`config.mk`:
```
export PLATFORM = sky130hd
export DESIGN_NAME = lcd_dual_drv
export DESIGN_NICKNAME = d
export VERILOG_FILES = /design/src/rtl/lcd_drv_pkg.sv /design/src/rtl/lcd_shift_chain.sv /design/src/rtl/lcd_latch_bank.sv /design/src/rtl/lcd_level_map.sv /design/src/rtl/lcd_dual_drv.sv
export SDC_FILE = /design/constraint.sdc
export NUM_CORES = 1
export LEC_CHECK = 0
export BUFFER_PORTS_ARGS = -buffer_cell sky130_fd_sc_hd__buf_2
export CORE_MARGIN = 1.5
export CORE_UTILIZATION = 30
export CTS_CLUSTER_DIAMETER = 50
export DETAILED_ROUTE_END_ITERATION = 12
export SETUP_SLACK_MARGIN = 0.2
export SLEW_MARGIN = 20
export SYNTH_ARGS = -nofsm -noshare
export SYNTH_HDL_FRONTEND = slang
export SYNTH_SLANG_ARGS = --single-unit
```
`constraint.sdc`:
```
create_clock -name clk_i -period 2.15 [get_ports clk_i]
set_clock_uncertainty 0.15 [all_clocks]
set_input_delay 0.3225 -clock clk_i [delete_from_list [all_inputs] [get_ports clk_i]]
set_output_delay 0.3225 -clock clk_i [all_outputs]
set_load 0.03 [all_outputs]
```
`src/rtl/lcd_drv_pkg.sv`:
```
package lcd_drv_pkg;

  typedef enum logic [1:0] {
    LVL_0 = 2'd0,
    LVL_1 = 2'd1,
    LVL_2 = 2'd2,
    LVL_3 = 2'd3
  } lvl_code_e;

  // segment: selected -> extreme, unselected -> intermediate, polarity by alt
  function automatic lvl_code_e seg_code(input logic sel, input logic alt);
    if (sel) return alt ? LVL_3 : LVL_0;
    else     return alt ? LVL_1 : LVL_2;
  endfunction

  // back plate: inverse polarity of segment so selected pairs see full swing
  function automatic lvl_code_e bp_code(input logic sel, input logic alt);
    if (sel) return alt ? LVL_0 : LVL_3;
    else     return alt ? LVL_2 : LVL_1;
  endfunction

endpackage

```
`src/rtl/lcd_shift_chain.sv`:
```
module lcd_shift_chain #(
  parameter int unsigned N = 20
) (
  input  logic         clk_i,
  input  logic         rst_ni,
  input  logic         shift_i,
  input  logic         dir_i,
  input  logic         left_in_i,
  input  logic         right_in_i,
  output logic         left_o,
  output logic         left_oe_o,
  output logic         right_o,
  output logic         right_oe_o,
  output logic [N-1:0] data_o
);

  logic [N-1:0] sreg_q;

  always_ff @(posedge clk_i or negedge rst_ni) begin
    if (!rst_ni) begin
      sreg_q <= '0;
    end else if (shift_i) begin
      if (dir_i) sreg_q <= {sreg_q[N-2:0], left_in_i};
      else       sreg_q <= {right_in_i, sreg_q[N-1:1]};
    end
  end

  assign right_oe_o = dir_i;
  assign left_oe_o  = ~dir_i;
  assign right_o    = dir_i  & sreg_q[N-1];
  assign left_o     = ~dir_i & sreg_q[0];
  assign data_o     = sreg_q;

endmodule

```
`src/rtl/lcd_latch_bank.sv`:
```
module lcd_latch_bank #(
  parameter int unsigned N = 20
) (
  input  logic         clk_i,
  input  logic         rst_ni,
  input  logic         latch_i,
  input  logic [N-1:0] d_i,
  output logic [N-1:0] q_o
);

  always_ff @(posedge clk_i or negedge rst_ni) begin
    if (!rst_ni)      q_o <= '0;
    else if (latch_i) q_o <= d_i;
  end

endmodule

```
`src/rtl/lcd_level_map.sv`:
```
module lcd_level_map
  import lcd_drv_pkg::*;
#(
  parameter int unsigned N = 20
) (
  input  logic [N-1:0]   lat_i,
  input  logic           alt_i,
  input  logic           bp_i,
  output logic [2*N-1:0] lvl_o
);

  for (genvar k = 0; k < N; k++) begin : g_out
    lvl_code_e code;
    always_comb begin
      if (bp_i) code = bp_code(lat_i[k], alt_i);
      else      code = seg_code(lat_i[k], alt_i);
    end
    assign lvl_o[2*k +: 2] = code;
  end

endmodule

```
`src/rtl/lcd_dual_drv.sv`:
```
module lcd_dual_drv #(
  parameter int unsigned CH_BITS = 20
) (
  input  logic                   clk_i,
  input  logic                   rst_ni,
  input  logic                   shift_i,
  input  logic                   latch_i,
  input  logic [1:0]             dir_i,
  input  logic [1:0]             left_in_i,
  input  logic [1:0]             right_in_i,
  output logic [1:0]             left_o,
  output logic [1:0]             left_oe_o,
  output logic [1:0]             right_o,
  output logic [1:0]             right_oe_o,
  input  logic                   bp_mode_i,
  input  logic                   alt_i,
  output logic [4*CH_BITS-1:0]   lvl_o
);

  localparam int unsigned NUM_CH = 2;
  localparam int unsigned ALL_W  = NUM_CH * CH_BITS;

  logic [ALL_W-1:0] sreg_all;
  logic [ALL_W-1:0] lat_all;

  for (genvar c = 0; c < NUM_CH; c++) begin : g_ch
    // only the last channel can become a back-plate driver
    logic bp_sel;
    assign bp_sel = (c == NUM_CH - 1) ? bp_mode_i : 1'b0;

    lcd_shift_chain #(.N(CH_BITS)) u_chain (
      .clk_i      (clk_i),
      .rst_ni     (rst_ni),
      .shift_i    (shift_i),
      .dir_i      (dir_i[c]),
      .left_in_i  (left_in_i[c]),
      .right_in_i (right_in_i[c]),
      .left_o     (left_o[c]),
      .left_oe_o  (left_oe_o[c]),
      .right_o    (right_o[c]),
      .right_oe_o (right_oe_o[c]),
      .data_o     (sreg_all[c*CH_BITS +: CH_BITS])
    );

    lcd_latch_bank #(.N(CH_BITS)) u_latch (
      .clk_i   (clk_i),
      .rst_ni  (rst_ni),
      .latch_i (latch_i),
      .d_i     (sreg_all[c*CH_BITS +: CH_BITS]),
      .q_o     (lat_all[c*CH_BITS +: CH_BITS])
    );

    lcd_level_map #(.N(CH_BITS)) u_map (
      .lat_i (lat_all[c*CH_BITS +: CH_BITS]),
      .alt_i (alt_i),
      .bp_i  (bp_sel),
      .lvl_o (lvl_o[c*2*CH_BITS +: 2*CH_BITS])
    );
  end

endmodule

```
# Word level (Yosys, flattened, before mapping)

Index checks and enable logic that the tools add are counted.

Register bits: 80
Bits of input ports: 12
Output and inout bits: 88
Word-level logic and storage cells: 96

Multiplexer cells: 86
Bitwise logic cells: 6

Operators with widths:

| cell        | count |
|---|---|
| $mux 2      | 84 |
| $mux 20     | 2 |
| $and 1x1->1 | 4 |
| $not 1->1   | 2 |

# Longest topological paths before layout

Gate-level depths: netlist (run 1).

Depth in word-level cells: 3
Gate-level depth with buffers: 5
Gate-level depth less buffers: 4

# Modules after synthesis

Synthesis (run 1) repeated with hierarchy kept, for this count alone.

Cell total of the unflattened synthesis: 357
Area total of the unflattened synthesis: 4943.5 um2

Modules (own cells, without submodules):

| module          | instances | cells each | area an instance (um2) | sequential area each (um2) |
|---|---|---|---|---|
| lcd_shift_chain | 2         | 91         | 967.2                  | 500.5 |
| lcd_latch_bank  | 2         | 42         | 823.3                  | 500.5 |
| lcd_level_map   | 2         | 45         | 679.4                  | 0.0 |
| lcd_dual_drv    | 1         | 1          | 3.8                    | 0.0 |

# Worst setup path before layout (run 1)

Ideal clock, no wire load.

Path type: input -> output
From: input alt_i
To: output lvl_o[63]
Data arrival time: 1.350 ns
Required time: 1.678 ns
Path slack: 0.327 ns
Stages: 4
Path buffers: 2
Cell sequence: buf_2 -> xor2_2 -> buf_6 -> xnor2_1

Word-level cells in the longest chain between the ends: 3
Elaborated cells between the ends (all ways): 7
Those cells by class: mux (7)

Ends and longest elaborated chain:

| element                   | line                                 | RTL |
|---|---|---|
| from (decl)               | lcd_dual_drv.sv:16                   | `input logic alt_i,` |
| $mux 2 (on tied branches) | -                                    |  |
| $mux 2 (on tied branches) | lcd_drv_pkg.sv:12, lcd_drv_pkg.sv:18 |  |
| $mux 2 *                  | lcd_level_map.sv:15                  | `if (bp_i) code = bp_code(lat_i[k], alt_i);` |
| to (decl)                 | lcd_dual_drv.sv:17                   | `output logic [4*CH_BITS-1:0] lvl_o` |

Mark *: on every way between the ends. The rest lies on a longest branch, timed or not.

# Worst setup path in the final report (run 1)

From: register g_ch[1].u_latch.q_o[1]
To: output lvl_o[43]

Word-level cells in the longest chain between the ends: 2
Elaborated cells between the ends (all ways): 3
Those cells by class: mux (3)

Ends and longest elaborated chain:

| element                   | line                                 | RTL |
|---|---|---|
| from (decl)               | lcd_latch_bank.sv:8                  | `output logic [N-1:0] q_o` |
| from (signal assigned)    | lcd_latch_bank.sv:13                 | `else if (latch_i) q_o <= d_i;` |
| $mux 2 (on tied branches) | lcd_drv_pkg.sv:12, lcd_drv_pkg.sv:18 |  |
| $mux 2 *                  | lcd_level_map.sv:15                  |  |

Marked as above.

==> results of run 1 <==
## stage by stage
| stage | worst slack, ns | total power, W |
|---|---|---|
| after floorplan | 0.327 | 0.00352 |
| after CTS | 0.289 | 0.00569 |
| after detailed placement | 0.339 | 0.00394 |
| after global routing | 0.245 | 0.00591 |
| after global placement | 0.366 | 0.00390 |
| final | 0.320 | 0.00559 |
## worst paths after layout
path	end	slack, ns	cells past startpoint
setup / recovery	lvl_o[43]	0.32	4
hold / removal	g_ch[0].u_chain.data_o[19]$_DFFE_PN0P_	0.15	3
setup reg to reg	g_ch[0].u_latch.q_o[1]$_DFFE_PN0P_	1.16	1
hold reg to reg	g_ch[1].u_latch.q_o[12]$_DFFE_PN0P_	0.36	1
max in group asynchronous	g_ch[0].u_chain.data_o[12]$_DFFE_PN0P_	0.91	3
min in group asynchronous	g_ch[1].u_latch.q_o[4]$_DFFE_PN0P_	0.34	2
## sequential cells by signal, indices dropped and copies added, names as in the netlist
register,cells
g_ch.u_latch.q_o,40
g_ch.u_chain.data_o,40
## cell usage in the layout (no fill, tap or decap)
master         synthesis  routed
buf_2                  8      98
dfrtp_1               80      80
xnor2_1               40      40
mux2i_1               40      40
nor2_1                40      40
a21oi_1               40      40
mux2_1                38      38
clkbuf_16              0       9
buf_4                 54       5
buf_12                 0       5
inv_1                  4       4
o21ai_0                3       3
bufinv_16              0       3
and2_1                 2       2
nor2b_1                2       2
ha_1                   2       2
clkinv_2               0       2
xor2_4                 0       1
nand2_1                1       1
mux2_2                 1       1
clkinvlp_4             0       1
clkbuf_1               7       1
dlygate4sd3_1          0       1
## cells by family after synthesis
kind of cell / after synthesis / synth area share
AOI/OAI and AO/OA: 43 / 0.0520
xor gates and xnor gates: 41 / 0.0886
adders and majority gates: 2 / 0.00605
buffers and inverters: 75 / 0.123
DFF: 80 / 0.484
muxes: 79 / 0.203
and+or+nand+nor: 45 / 0.0433
## worst max-delay path: cells and delay by family (launching register included)
kind       cells  cell delay, ns
flops          1            0.38
buf+inv        2            0.29
fa+ha+maj      1            0.24
xor+xnor       1            0.12
## power by group through the flow
stage / clock network, W / registers [W] / logic [W]
after CTS: 0.00177 / 0.00217 / 0.00175
after detailed placement: 0 / 0.00220 / 0.00174
after global placement: 0 / 0.00218 / 0.00171
final: 0.00171 / 0.00216 / 0.00172
after floorplan: 0 / 0.00209 / 0.00143
after global routing: 0.00183 / 0.00222 / 0.00186
## final cells by class
cell class | count | share of cell area
Multi-Input combinational cell | 210 | 0.338
Inverter | 4 | 0.00310
Clock buffer | 10 | 0.0472
Timing Repair Buffer | 109 | 0.132
Tap cell | 176 | 0.0454
Sequential cell | 80 | 0.413
Clock inverter | 6 | 0.0222
## synthesized netlist by cell type
| cell type | number |
|---|---|
| a21oi_1 | 40 |
| and2_1 | 2 |
| buf_2 | 8 |
| buf_4 | 54 |
| buf_6 | 2 |
| clkbuf_1 | 7 |
| dfrtp_1 | 80 |
| ha_1 | 2 |
| inv_1 | 4 |
| mux2_1 | 38 |
| mux2_2 | 1 |
| mux2i_1 | 40 |
| nand2_1 | 1 |
| nor2_1 | 40 |
| nor2b_1 | 2 |
| o21ai_0 | 3 |
| xnor2_1 | 40 |
| xor2_2 | 1 |
## metal layers
| layer | share of wire | vias to the layer above |
|---|---|---|
| met5 | 0 | - |
| met4 | 0.015 | 0 |
| met3 | 0.040 | 12 |
| met2 | 0.49 | 46 |
| met1 | 0.45 | 1197 |
| li1 | - | 1259 |
==> impl_results.md, run 1 <==
- DRT antenna net count: 0
- Post-place instance area: ~4500 um^2
- Syn-to-layout area delta: 17.2%
- Gate power share: 0.308
- # DRC: 0
- PortBufs: 99
- Share of cells above drive strength 1: 0.298
- Sequential fraction of the synthesis area: 0.484
- GRT met1 Usage: 0.133
- Seq. cell area: 2000 um^2
- Final setup vio count: 0
- Tcrit/Tclk final: 0.851
- Placed insts: a little under 600
- Clk buf depth: 2
- Number of cell rows: 42
- Cts bufs inserted: 9
- Initial antenna violation count: 0
- Vias per cell: around 4.2
- Final Instance Count excl. Fillers: slightly below 600
- Total Routing Usage GR: 0.108
- Post-DP HPWL: 5070 um
- Syn avg cell area: between 10 and 15 um^2
- Share of the synthesized area in the top cell type: 0.484
- I/O pin cnt: 100
- Worst VDD drop: about 0.0006 V
- Via Count: 2514
- Largest net degree at the start of global routing: 81
- Post-Synthesis Cell Area: 4140 um^2
- Sequence of cells on the critical path: inv_1 -> ha_1 -> xnor2_1 -> buf_2
- Setup crit start: g_ch[1].u_latch.q_o[1]$_DFFE_PN0P_
- 1st-pass router iterations: 4
- WP data required: 1.68 ns
- Total grt overflow: 0
- Clock Latency Late Sink: 0.33 ns
- Setup TNS: 0 ns
- Syn_nets: 379
- YS warnings: 0
- Top area cells in the synthesized netlist: dfrtp_1 48%, mux2_1 10%, buf_4 9.8%
- # diodes: 0
- Slew Limit Fails: 0
- Fin nets: around 430
- CTS clk-pin slew, worst paths: 0.06 ns
- Fin. Hold Viols: 0
- RSZ-0062 raised after global routing: no
- Clock sink count: 80
- Cell taking the most area after synthesis: dfrtp_1
- Post-cts resize count: 0
- Die ar.: about 15000 um^2
- Worst slew margin: 0.688
- Multi-input gate area: 1640 um^2
- Final Core Density: 0.363
- Status: finished clean
- Die Y: roughly 120 um
- Crit start category: register
- GR peak layer: met2
- Die Width: 120 um
- Fin Hold WS: 0.154 ns
- FILL cells: 1351
- Clock share of power: 0.306
- CTS tree: yes
- Critical Path Slowest Stage Cell: dfrtp_1
- Number of global-route vias before repair: 2496
- CTS root buf: clkbuf_16
- Slowest stage delay, CP: around 0.38 ns
- First-pass GRT wire length: roughly 12000 um
- Post-Route WL: 7490 um
- Gpl congestion: 0.694
- Power Density: 1150 nW/um^2
- Fmax: 546 MHz
- Min-Delay Startpoint: right_in_i[0]
- Initial cell density of the core: 0.310
- Per-cell routed wire length: 12.6 um
- Worst Tran Pin Value: 0.468 ns
- Hold buffers post-CTS: 1
- Post-CTS Setup Inserts: 0
- Worst setup EP type: primary output
- WP data arrival: roughly 1.4 ns
- CTS H-tree depth: 3
- Number of synthesized register bits: 80
- M2 GR Usage: 0.181
- Internal power: 0.00364 W
- Final instance area: 4850 um^2
- CP Max Fanout: 2
- Switching fraction of total power: 0.350
- Fin crit period: 1.83 ns
- Flop pwr share: 0.386
- Met3 GRT Util: 0.0302
- Max cap viols: 0
- Leakage power: 2.02 nW
- Setup CP Type: reg -> out
- HP Class: in -> reg
- Synth cell types: 18
- R2R Path Start: g_ch[0].u_chain.data_o[1]$_DFFE_PN0P_
- Post-synthesis cell count: 365
- Core ar.: around 13000 um^2
- Sw Pwr: ~0.0020 W
- DR iter-0 viols: 78
No activity file was read; power rests on OpenSTA's default activity.
==> run 2, diff against run 1 <==
- RECOVER_POWER: default -> 25
==> run 2 against run 1 <==
Register-to-register slack hardly changed. Combinational power is essentially flat. Via count is essentially flat. Critical path type unchanged. Utilization down 0.12 points. Setup slack hardly changed. Final cell count did not move.
==> impl_results.md, run 2 (synthesized netlist as in run 1, its figures left out) <==
- Slew Limit Fails: 0
- Fin. Hold Viols: 0
- Hold path depth: 3
- DRT antenna net count: 0
- Power Density: around 1200 nW/um^2
- CTS H-tree depth: 3
- Worst hold path endpoint: g_ch[0].u_chain.data_o[19]$_DFFE_PN0P_
- CTS root buf: clkbuf_16
- HP Class: in -> reg
- R2R depth: 1
- Vias per cell: 4.22
- Slowest stage delay, CP: 0.38 ns
- Post-CTS Setup Inserts: 0
- Worst r2r dst: g_ch[0].u_latch.q_o[1]$_DFFE_PN0P_
- # diodes: 0
- Crit start category: register
- CP Max Fanout: 2
- Commonest non-fill, non-tap cell in the layout: buf_2
- Flop-to-flop setup slack: around 1.2 ns
- Largest net degree at the start of global routing: 81
- Min-Delay Startpoint: right_in_i[0]
- Core ar.: 13300 um^2
- Commonest cells after routing, fill and taps aside: 97 x buf_2, 80 x dfrtp_1
- Post-DP HPWL: 5070 um
- Status: finished clean
- Clock Latency Late Sink: around 0.33 ns
- Worst slew margin: 0.256
- Die Y: 120 um
- Per-cell routed wire length: 12.6 um
- Final setup vio count: 0
- Total power: 0.00559 W
- Worst setup EP type: primary output
- Critical Path Slowest Stage Cell: dfrtp_1
- WP data arrival: 1.36 ns
- Syn-to-layout area delta: 16.8%
- Via Count: 2513
- Total grt overflow: 0
- Post-cts resize count: 0
- Fin nets: approximately 430
- Leakage power: 2.01 nW
- DR iter-0 viols: 78
- WP data required: around 1.7 ns
- Share of cells above drive strength 1: 0.296
- Number of cell rows: 42
- R2R Path Start: g_ch[0].u_chain.data_o[1]$_DFFE_PN0P_
- CTS clk-pin slew, worst paths: approximately 0.06 ns
- PortBufs: 99
- Die ar.: 14500 um^2
- Tcrit/Tclk final: 0.851
- Worst VDD drop: 0.000602 V
- Worst Tran Pin Value: approximately 1.1 ns
- Fin Hold WS: ~0.15 ns
- Fin crit period: 1.83 ns
- Initial cell density of the core: 0.310
- Clk buf depth: 2
- RSZ-0062 raised after global routing: no
- Initial antenna violation count: 0
- Total Routing Usage GR: 0.108
- First-pass GRT wire length: 12300 um
- 1st-pass router iterations: 4
- Cts bufs inserted: 9
- Setup TNS: 0 ns
- Gpl congestion: about 0.7
- Setup CP Type: reg -> out
- Fmax: roughly 550 MHz
- # DRC: 0
- Number of global-route vias before repair: 2496
- CTS tree: yes
- Max cap viols: 0
- Post-Route WL: between 7000 and 8000 um
- Clock sink count: 80
- I/O pin cnt: 100
- Die Width: 120 um
- Sequence of cells on the critical path: inv_1 -> ha_1 -> xnor2_1 -> buf_2
[run 2: worst max-delay path, delay by kind of cell, from the launching register on]
family	cells	cell delay, ns
buffers and inverters	2	0.29
xor gates and xnor gates	1	0.12
adders and majority gates	1	0.24
DFF	1	0.38
[run 2: metrics by stage]
stage	instances	worst slack [ns]	utilization	area, um^2
after floorplan	365	0.327	-	4140
after global placement	578	0.366	0.337	4500
after detailed placement	578	0.339	0.337	4500
after CTS	595	0.289	0.363	4850
after global routing	595	0.245	0.362	4830
final	595	0.320	0.362	4830
[run 2: layer usage]
layer,part of all wire,global-route usage
met3,0.041,0.0302
met1,0.45,0.133
met4,0.015,0.0397
met2,0.49,0.181
met5,0,0
[run 2: worst max path at each step]
stage                     end                               start
finish              lvl_o[43]  g_ch[1].u_latch.q_o[1]$_DFFE_PN0P_
global route        lvl_o[43]  g_ch[1].u_latch.q_o[1]$_DFFE_PN0P_
CTS                 lvl_o[43]  g_ch[1].u_latch.q_o[1]$_DFFE_PN0P_
detailed placement  lvl_o[39]                               alt_i
global placement    lvl_o[39]                               alt_i
floorplan           lvl_o[63]                               alt_i
[run 2: layout make-up]
cell class | instances | area, um^2
Inverter | 4 | 15.0
Multi-Input combinational cell | 210 | 1640
Timing Repair Buffer | 109 | 622
Sequential cell | 80 | 2000
Fill cell | 1351 | 8520
Clock buffer | 10 | 229
Tap cell | 176 | 220
Clock inverter | 6 | 108
[run 2: where the power goes]
part	internal [W]	leakage [nW]	total (W)	switching, W
Clock	0.00113	0.162	0.00171	0.000584
Sequential	0.00186	0.798	0.00216	0.000303
Combinational	0.000646	1.05	0.00172	0.00107
Total	0.00363	2.01	0.00559	0.00196
[run 2: what timing repair did]
action	in CTS	in global routing
hold endpoints to repair	35	0
endpoints found under the setup margin	0	0
hold buffers	1	0
==> run 3, diff against run 2 <==
- ABC_AREA: default -> 1
- MAX_ROUTING_LAYER: default -> met4
==> run 3 against run 2 <==
Routed wire length grew 42%. Register-to-register slack better by 0.03 ns. Largest power group unchanged. Total power shrank 13%.
==> impl_results.md, run 3 <==
- Status: finished clean
- CTS tree: yes
- Setup TNS: 0 ns
- Syn-to-layout area delta: 13.7%
- Post-DP HPWL: 7380 um
- Setup CP Type: reg -> out
- R2R Path Start: g_ch[0].u_chain.data_o[0]$_DFFE_PN0P_
- Seq. cell area: 2000 um^2
- Synth cell count leaders: 277 x nand2_1, 80 x dfrtp_1, 78 x nand3_1
- Worst setup path end: lvl_o[43]
- R2R depth: 4
- Post-Synthesis Cell Area: around 4800 um^2
- CTS root buf: clkbuf_16
- RSZ-0062 raised after global routing: no
- Die Width: 130 um
- Total Routing Usage GR: 0.137
- Per-cell routed wire length: about 11 um
- Slew Limit Fails: 0
- First-pass GRT wire length: 18000 um
- WP data required: 1.68 ns
- Sequence of cells on the critical path: inv_1 -> ha_1 -> xnor2_1 -> buf_2
- # DRC: 0
- Cts bufs inserted: 9
- Number of cell rows: 46
- CP Max Fanout: 2
- Post-CTS Setup Inserts: 0
- HP Class: in -> reg
- Setup crit start: g_ch[1].u_latch.q_o[1]$_DFFE_PN0P_
- Die ar.: around 17000 um^2
- Clk buf depth: 2
- Max cap viols: 0
- Share of flip-flops with an asynchronous set or reset: 1.00
- Fin nets: 737
- # diodes: 0
- Gpl congestion: roughly 0.75
- Place WS: 0.350 ns
- Initial antenna violation count: 0
- YS warnings: 0
- Total grt overflow: 0
- Worst Tran Pin Value: 1.20 ns
- Hold buffers post-CTS: 1
- Syn avg cell area: 7.06 um^2
- Post-synth top flop: dfrtp_1
- Critical Path Slowest Stage Cell: dfrtp_1
- CTS clk-pin slew, worst paths: roughly 0.06 ns
- Post-synthesis cell count: 681
- Fin crit period: 1.83 ns
- DRT antenna net count: 0
- CTS H-tree depth: 3
- Fmax: 545 MHz
- Fin. Hold Viols: 0
- Post-place instance area: 5180 um^2
- Post-cts resize count: 0
- Number of global-route vias before repair: 3776
- Initial cell density of the core: 0.305
- WP data arrival: 1.36 ns
- I/O pin cnt: 100
- Tcrit/Tclk final: 0.853
- FILL cells: between 1500 and 2000
- Clock sink count: 80
- Total power: 0.00486 W
- Number of flops mapped to enable cells by yosys: 0
- Leakage power: slightly below 3 nW
- Top area cells in the synthesized netlist: dfrtp_1 42%, nand2_1 22%, nand3_1 8.1%
- Cell taking the most area after synthesis: dfrtp_1
- Core ar.: 15800 um^2
- Final WS setup: 0.316 ns
- Sequential fraction of the synthesis area: 0.417
- Worst r2r dst: g_ch[0].u_chain.data_o[1]$_DFFE_PN0P_
- Worst VDD drop: approximately 0.00043 V
- Number of synthesized register bits: 80
- Hold path depth: 5
- DR iter-0 viols: 214
- 1st-pass router iterations: 5
- Die Y: approximately 130 um
- Largest net degree at the start of global routing: 66
- Power Density: 890 nW/um^2
- Commonest non-fill, non-tap cell in the layout: nand2_1
- Share of the synthesized area in the top cell type: 0.417
- Via Count: between 4000 and 5000
- Flop-to-flop setup slack: about 1.2 ns
- Post-Route WL: approximately 11000 um
- Multi-input gate area: 1960 um^2
- PortBufs: 99
- Fin Hold WS: around 0.14 ns
- Commonest cells after routing, fill and taps aside: 277 x nand2_1, 95 x buf_2, 80 x dfrtp_1
- Vias per cell: about 4.3
- Worst slew margin: 0.202
- Share of cells above drive strength 1: 0.179
- Final setup vio count: 0
- Clock Latency Late Sink: 0.33 ns
- Worst setup EP type: primary output
- Syn_nets: 695
- Synth cell types: 17
- Most frequent cell after synthesis: nand2_1
- Crit start category: register
- Slowest stage delay, CP: 0.38 ns
- Final instance area: 5460 um^2
## run 3: area by class of cell
| class | instances | area share |
|---|---|---|
| well taps | 216 | 0.0495 |
| multi-input cells | 443 | 0.359 |
| repair buffers | 118 | 0.122 |
| flip-flops and latches | 80 | 0.366 |
| clock inverters | 3 | 0.00733 |
| inverters | 71 | 0.0488 |
| clock buffers | 13 | 0.0476 |
## run 3: worst min path at each step
stage | startpoint | endpoint | slack (ns)
after global routing | left_in_i[0] | g_ch[0].u_chain.data_o[0]$_DFFE_PN0P_ | 0.16
after global placement | rst_ni | g_ch[0].u_latch.q_o[9]$_DFFE_PN0P_ | 0.11
after CTS | right_in_i[0] | g_ch[0].u_chain.data_o[19]$_DFFE_PN0P_ | 0.13
after detailed placement | rst_ni | g_ch[0].u_latch.q_o[10]$_DFFE_PN0P_ | 0.11
final | right_in_i[0] | g_ch[0].u_chain.data_o[19]$_DFFE_PN0P_ | 0.14
after floorplan | rst_ni | g_ch[0].u_chain.data_o[0]$_DFFE_PN0P_ | -0.12
## run 3: cell families after synthesis
kind of cell	share of synthesized area
simple gates	0.315
buf+inv	0.178
flops	0.417
compound gates	0.0437
xor+xnor	0.0417
fa+ha+maj	0.00521
## run 3: where the power goes
part | leakage, nW | switching [W] | internal (W)
clock | 0.150 | 0.000580 | 0.000960
sequential | 0.966 | 0.000155 | 0.00173
combinational | 1.87 | 0.000998 | 0.000439
## run 3: metrics by stage
step / utilization / cells
floorplan: - / 681
global placement: 0.329 / 927
detailed placement: 0.329 / 927
CTS: 0.348 / 944
global route: 0.346 / 944
finish: 0.346 / 944
## run 3: critical path, delay by kind of cell (launching register included)
family,cells,cell delay (ns)
xor gates and xnor gates,1,0.12
adders and majority gates,1,0.24
buffers and inverters,2,0.29
DFF,1,0.38
## run 3: metal layers
layer | wire [um] | track usage
met3 | 501 | 0.0256
met5 | 0 | -
met4 | 81 | 0.0379
met1 | 5330 | 0.181
met2 | 4720 | 0.216
